**config.mk**
```make
export PLATFORM = sky130hd
export DESIGN_NAME = hash_cpu_mapper
export DESIGN_NICKNAME = d
export VERILOG_FILES = /design/src/rtl/hcm_pkg.sv /design/src/rtl/hcm_index_sel.sv /design/src/rtl/hcm_table.sv /design/src/rtl/hcm_compose.sv /design/src/rtl/hash_cpu_mapper.sv
export SDC_FILE = /design/constraint.sdc
export NUM_CORES = 2
export LEC_CHECK = 0
export BUFFER_PORTS_ARGS = -buffer_cell sky130_fd_sc_hd__buf_2
export CAP_MARGIN = 20
export CORE_UTILIZATION = 55
export DETAILED_ROUTE_END_ITERATION = 10
export GPL_ROUTABILITY_DRIVEN = 0
export PLACE_DENSITY = 0.74
export SLEW_MARGIN = 10
export SYNTH_ARGS = -nofsm -noshare
export SYNTH_HDL_FRONTEND = slang
export SYNTH_SLANG_ARGS = --single-unit
```
**constraint.sdc**
```tcl
create_clock -name clk -period 3.6 [get_ports clk]
set_input_delay 0.72 -clock clk [delete_from_list [all_inputs] [get_ports clk]]
set_output_delay 0.72 -clock clk [all_outputs]
set_load 0.02 [all_outputs]
```
**src/rtl/hcm_pkg.sv**
```systemverilog
package hcm_pkg;
    localparam int HASH_W   = 32;
    localparam int IDX_W    = 7;
    localparam int CPU_W    = 8;
    localparam int TYPE_W   = 4;
    localparam int HB_W     = $clog2(IDX_W + 1);

    // Effective index width: 0 is promoted to 1, anything above IDX_W clamps.
    function automatic int eff_bits(input logic [HB_W-1:0] bits);
        int b;
        b = int'(bits);
        if (b < 1)     b = 1;
        if (b > IDX_W) b = IDX_W;
        return b;
    endfunction

    typedef struct packed {
        logic              vld;
        logic              hashed;
        logic [HASH_W-1:0] hash;
        logic [CPU_W-1:0]  base;
        logic [CPU_W-1:0]  qmask;
    } stage_t;
endpackage

```
**src/rtl/hcm_index_sel.sv**
```systemverilog
module hcm_index_sel
    import hcm_pkg::*;
#(
    parameter int HW = HASH_W,
    parameter int IW = IDX_W,
    parameter int BW = HB_W
) (
    input  logic [HW-1:0] hash,
    input  logic [BW-1:0] hash_bits,
    output logic [IW-1:0] idx
);
    logic [IW-1:0] keep;

    always_comb begin
        keep = '0;
        for (int i = 0; i < IW; i++) begin
            keep[i] = (i < eff_bits(hash_bits));
        end
        idx = hash[IW-1:0] & keep;
    end
endmodule

```
**src/rtl/hcm_table.sv**
```systemverilog
module hcm_table #(
    parameter int IW = 7,
    parameter int DW = 8
) (
    input  logic          clk,
    input  logic          rst,
    input  logic          wr_en,
    input  logic [IW-1:0] wr_addr,
    input  logic [DW-1:0] wr_data,
    input  logic          rd_en,
    input  logic [IW-1:0] rd_addr,
    output logic [DW-1:0] rd_data
);
    localparam int DEPTH = 1 << IW;

    logic [DW-1:0] mem [DEPTH];

    // Read samples the pre-write contents in the same edge (old value wins).
    always_ff @(posedge clk) begin
        if (rst) begin
            rd_data <= '0;
            for (int i = 0; i < DEPTH; i++) mem[i] <= '0;
        end else begin
            if (rd_en) rd_data <= mem[rd_addr];
            if (wr_en) mem[wr_addr] <= wr_data;
        end
    end

    AST_WR_LANDS: assert property (@(posedge clk) disable iff (rst)
        wr_en |=> mem[$past(wr_addr)] == $past(wr_data));
endmodule

```
**src/rtl/hcm_compose.sv**
```systemverilog
module hcm_compose #(
    parameter int CW = 8
) (
    input  logic          hashed,
    input  logic [CW-1:0] entry,
    input  logic [CW-1:0] qmask,
    input  logic [CW-1:0] base,
    output logic [CW-1:0] cpu
);
    always_comb begin
        if (hashed) cpu = base + (entry & qmask);
        else        cpu = base;
    end
endmodule

```
**src/rtl/hash_cpu_mapper.sv**
```systemverilog
module hash_cpu_mapper
    import hcm_pkg::*;
#(
    parameter int HW = HASH_W,
    parameter int IW = IDX_W,
    parameter int CW = CPU_W,
    parameter int TW = TYPE_W,
    parameter int BW = HB_W
) (
    input  logic          clk,
    input  logic          rst,
    input  logic          in_valid,
    input  logic [HW-1:0] in_hash,
    input  logic [TW-1:0] in_type,
    input  logic          tbl_wr_en,
    input  logic [IW-1:0] tbl_wr_addr,
    input  logic [CW-1:0] tbl_wr_data,
    input  logic [BW-1:0] cfg_hash_bits,
    input  logic [CW-1:0] cfg_base_cpu,
    input  logic [CW-1:0] cfg_queue_mask,
    output logic          out_valid,
    output logic [CW-1:0] out_cpu,
    output logic [HW-1:0] out_hash
);
    logic [IW-1:0] idx;
    logic [CW-1:0] entry;
    logic          in_hashed;
    stage_t        st_q;

    assign in_hashed = |in_type;

    hcm_index_sel #(.HW(HW), .IW(IW), .BW(BW)) u_idx (
        .hash      (in_hash),
        .hash_bits (cfg_hash_bits),
        .idx       (idx)
    );

    hcm_table #(.IW(IW), .DW(CW)) u_tbl (
        .clk     (clk),
        .rst     (rst),
        .wr_en   (tbl_wr_en),
        .wr_addr (tbl_wr_addr),
        .wr_data (tbl_wr_data),
        .rd_en   (in_valid && in_hashed),
        .rd_addr (idx),
        .rd_data (entry)
    );

    // Side-band stage travels alongside the registered table read.
    always_ff @(posedge clk) begin
        if (rst) begin
            st_q <= '0;
        end else begin
            st_q.vld    <= in_valid;
            st_q.hashed <= in_hashed;
            st_q.hash   <= in_hash;
            st_q.base   <= cfg_base_cpu;
            st_q.qmask  <= cfg_queue_mask;
        end
    end

    hcm_compose #(.CW(CW)) u_cmp (
        .hashed (st_q.hashed),
        .entry  (entry),
        .qmask  (st_q.qmask),
        .base   (st_q.base),
        .cpu    (out_cpu)
    );

    assign out_valid = st_q.vld;
    assign out_hash  = st_q.hash;

    AST_LATENCY: assert property (@(posedge clk) disable iff (rst)
        in_valid |=> out_valid);
    AST_IDLE_QUIET: assert property (@(posedge clk) disable iff (rst)
        !in_valid |=> !out_valid);
    AST_HASH_PASS: assert property (@(posedge clk) disable iff (rst)
        in_valid |=> out_hash == $past(in_hash));
    AST_NOHASH_BASE: assert property (@(posedge clk) disable iff (rst)
        (in_valid && in_type == '0) |=> out_cpu == $past(cfg_base_cpu));
    AST_CPU_WINDOW: assert property (@(posedge clk) disable iff (rst)
        (in_valid && in_type != '0) |=>
            ((out_cpu - $past(cfg_base_cpu)) & ~$past(cfg_queue_mask)) == '0);
endmodule

```
==> flow_summary.toml <==
[die]
coreArea_um2 = 90010
die-area_um2 = 92110
start_util_pct = 55.54
die_w_um = 303.5
row_count = 110
num_io_pins = 115
die_y_um = 303.5

[synth]
ys_warn_count = 0
ys.flop_type = "edfxtp_1"
ys_ff_latch = 1082
synthCells = 3492
synthesis.nets = 3574
yosysUniqueCellTypes = 64
synth-edff-count = 1024
synth_common_cells = "1031 x and2_1, 1024 x edfxtp_1, 230 x mux4_2, 177 x nor2_1, 165 x clkbuf_1"
synth.top_cell.area_share_pct = 61.51
synth_area_leaders = "edfxtp_1 62%, and2_1 13%, mux4_2 10%, dfxtp_1 2.3%, or2_2 1.6%"
ys_seq_area_share_pct = 63.83
syn_avg_cell_area_um2 = 14.32
yosysMostFrequentCell = "and2_1"
synth_top_area_cell = "edfxtp_1"
synthArstFlopShare_pct = 0
synth_area_um2 = 49990

[timing]
skew_ns = 0.03313
finalCriticalPeriod_ns = 3.503
setup_viol = 0
tightest_slew_ns = 1.053
finalMaxSlewViolations = 0
maxSlewHeadroom_pct = 29.54
fmax_mhz = 285.5
setup_tns_ns = 0
whs_ns = 0.2428
worst_slack_ns = 0.09713
hold_viol_final = 0
layout_worst_path_cycle_share_pct = 97.30

[detailed_routing]
vias = 29280
vias_per_cell = 6.023
wl_per_cell_um = 25.68
drc_errors = 0
ant_nets = 0
drtPass1Iterations = 7
drtIter0Drc = 3300
wl_mm = 124.8

[critical_path]
arrival_ns = 2.78
worstSetupStartpointType = "register"
crit_fanout = 2
cp_slowest_cell = "dfxtp_4"
crit_chain = "and2_4 > ha_4 > inv_2 > fa_2 > nor2b_1 > o21ai_1 > nand2b_1 > a21o_1 > a21oi_2 > xnor2_1 > mux2_4 > buf_6"
cp_slowest_stage_delay_ns = 0.40
critPathKind = "register to output port"
required_ns = 2.88
reg2regPathDepth = 6
critPathCaptureType = "output port"

[clock_network]
htree_levels = 3
cts_tree = "built"
cts_root_buffer = "clkbuf_16"
cts_buffer_depth = 3
clk_latency_ns = 0.70
numCtsBuffers = 106
cts_num_sinks = 1082
clk_pin_slew_ns = 0.06

[job]
cap_violations = 0

[final_layout]
final_util_pct = 61.79
fill_cells = 6525
nets = 3676
final_layout_size_suffix_gt1_share_pct = 22.35
syn2layout_area_growth_pct = 11.26

[grt]
grt_pass1_vias = 28980
grt_pass1_wl_mm = 184.3
grt_max_degree = 128
grt_antenna_before_repair = 8
grtUsageTotal_pct = 27.36
grt_overflow = 0

[placement]
pre_cts_slack_ns = 0.02148
port_buffers = 114
hpwlAfterDp_mm = 82.17

[min_path]
whs_path_depth = 2
hp-class = "input port to register"

[power_and_ir_drop]
vdd_drop_max_v = 0.0003955
p_leak_nw = 19.75
pwr_density_cell_nw_per_um2 = 503.2

[run_status]
run_status = "finished clean"
==> cell usage in the layout (no fill, tap or decap), types with 6 or more instances in the layout <==
master / Yosys / final
o2bb2ai_1: 6 / 6
nand3_1: 75 / 75
and2_1: 1031 / 1030
clkbuf_16: 0 / 109
mux2i_1: 38 / 38
ha_1: 7 / 6
buf_4: 53 / 136
nand4_1: 23 / 23
nor2_1: 177 / 174
clkbuf_8: 0 / 11
o21ai_1: 9 / 10
edfxtp_1: 1024 / 1024
a31oi_1: 13 / 13
a32oi_1: 7 / 7
nor4_1: 9 / 9
o22ai_1: 37 / 37
clkinv_2: 0 / 16
a22oi_1: 12 / 12
inv_1: 10 / 9
clkbuf_1: 165 / 23
o21ai_0: 14 / 12
mux4_2: 230 / 230
clkinv_1: 0 / 17
buf_12: 1 / 21
bufinv_16: 0 / 9
nor2b_1: 57 / 56
buf_2: 28 / 102
a211oi_2: 6 / 6
or2_2: 129 / 129
a21oi_1: 24 / 21
o211ai_1: 16 / 16
dfxtp_1: 58 / 55
nor3_2: 7 / 7
nand2_1: 134 / 133
nor3_1: 9 / 9
==> final timing paths <==
kind	startpoint	to	slack, ns
hold / removal	in_hash[9]	out_hash[9]$_SDFF_PP0_	0.24
hold reg to reg	u_tbl.rd_data[4]$_SDFFE_PP0P_	u_tbl.rd_data[4]$_SDFFE_PP0P_	0.67
setup reg to reg	u_tbl.mem[51][4]$_SDFFCE_PN0P_	u_tbl.rd_data[4]$_SDFFE_PP0P_	1.37
setup / recovery	u_tbl.rd_data[0]$_SDFFE_PP0P_	out_cpu[6]	0.1
==> timing repair <==
action | 4_1_cts | 5_1_grt
endpoints found under the setup margin | 3 | 3
resized for setup | 8 | 16
hold buffers | 0 | 0
pin swaps | 1 | 7
setup buffers | 1 | 1
==> power by group <==
part	switching, W	leakage [nW]	internal [W]
sequential	0.000234	10.2	0.0144
combinational	0.00133	7.84	0.000841
clock	0.00479	1.70	0.00642
total	0.00635	19.7	0.0216
==> critical path: cells and delay by family, from the launching register on <==
kind / cells / cell delay (ns)
xor+xnor: 1 / 0.13
flops: 1 / 0.40
mux: 1 / 0.27
compound gates: 3 / 0.27
fa+ha+maj: 2 / 0.48
simple gates: 3 / 0.37
buf+inv: 2 / 0.16
==> final cells by class <==
class                   count  area (um2)  share of cell area, %
inverters                  12       61.31                 0.1102
clock inverters            54       528.0                 0.9493
well taps                1176        1471                  2.645
multi-input cells        2130       16690                  30.00
repair buffers            262        1986                  3.570
clock buffers             143        2965                  5.331
diodes                      2       5.005               0.008998
flip-flops and latches   1082       31920                  57.39
==> layer usage <==
metal	part of all wire, %	global-route usage (%)	vias to the layer above	routed length (um)
li1	-	-	12850	-
met1	38	36.22	14610	47880
met2	47	43.02	1539	58310
met3	11	7.275	273	13380
met4	4.1	11.42	8	5162
met5	0.070	0	-	87
==> metrics by stage <==
stage | area, um2 | total power [W] | instances
after floorplan | 49990 | 0.01616 | 3492
after global placement | 52040 | 0.01695 | 4660
after detailed placement | 52040 | 0.01699 | 4660
after CTS | 55560 | 0.02801 | 4858
after global routing | 55620 | 0.02864 | 4860
final | 55620 | 0.02799 | 4861
==> cell families (layout without fill, tap and decap cells) <==
kind of cell               count (synthesis)  after routing  synth area share, %
adders and majority gates                  8              8               0.2152
and+or+nand+nor                         1669           1669                19.23
xor gates and xnor gates                   6              6               0.1051
AOI/OAI and AO/OA                        173            173                2.413
muxes                                    274            274                11.26
buffers and inverters                    280            471                2.948
other                                      0              2                    0
DFF                                     1082           1082                63.83
==> sequential cells by signal, indices dropped and copies added, names as in the netlist <==
| name | flops |
|---|---|
| out_hash | 32 |
| st_q | 17 |
| out_valid | 1 |
| u_tbl.mem | 1024 |
| u_tbl.rd_data | 8 |
No activity file was read; power rests on OpenSTA's default activity.
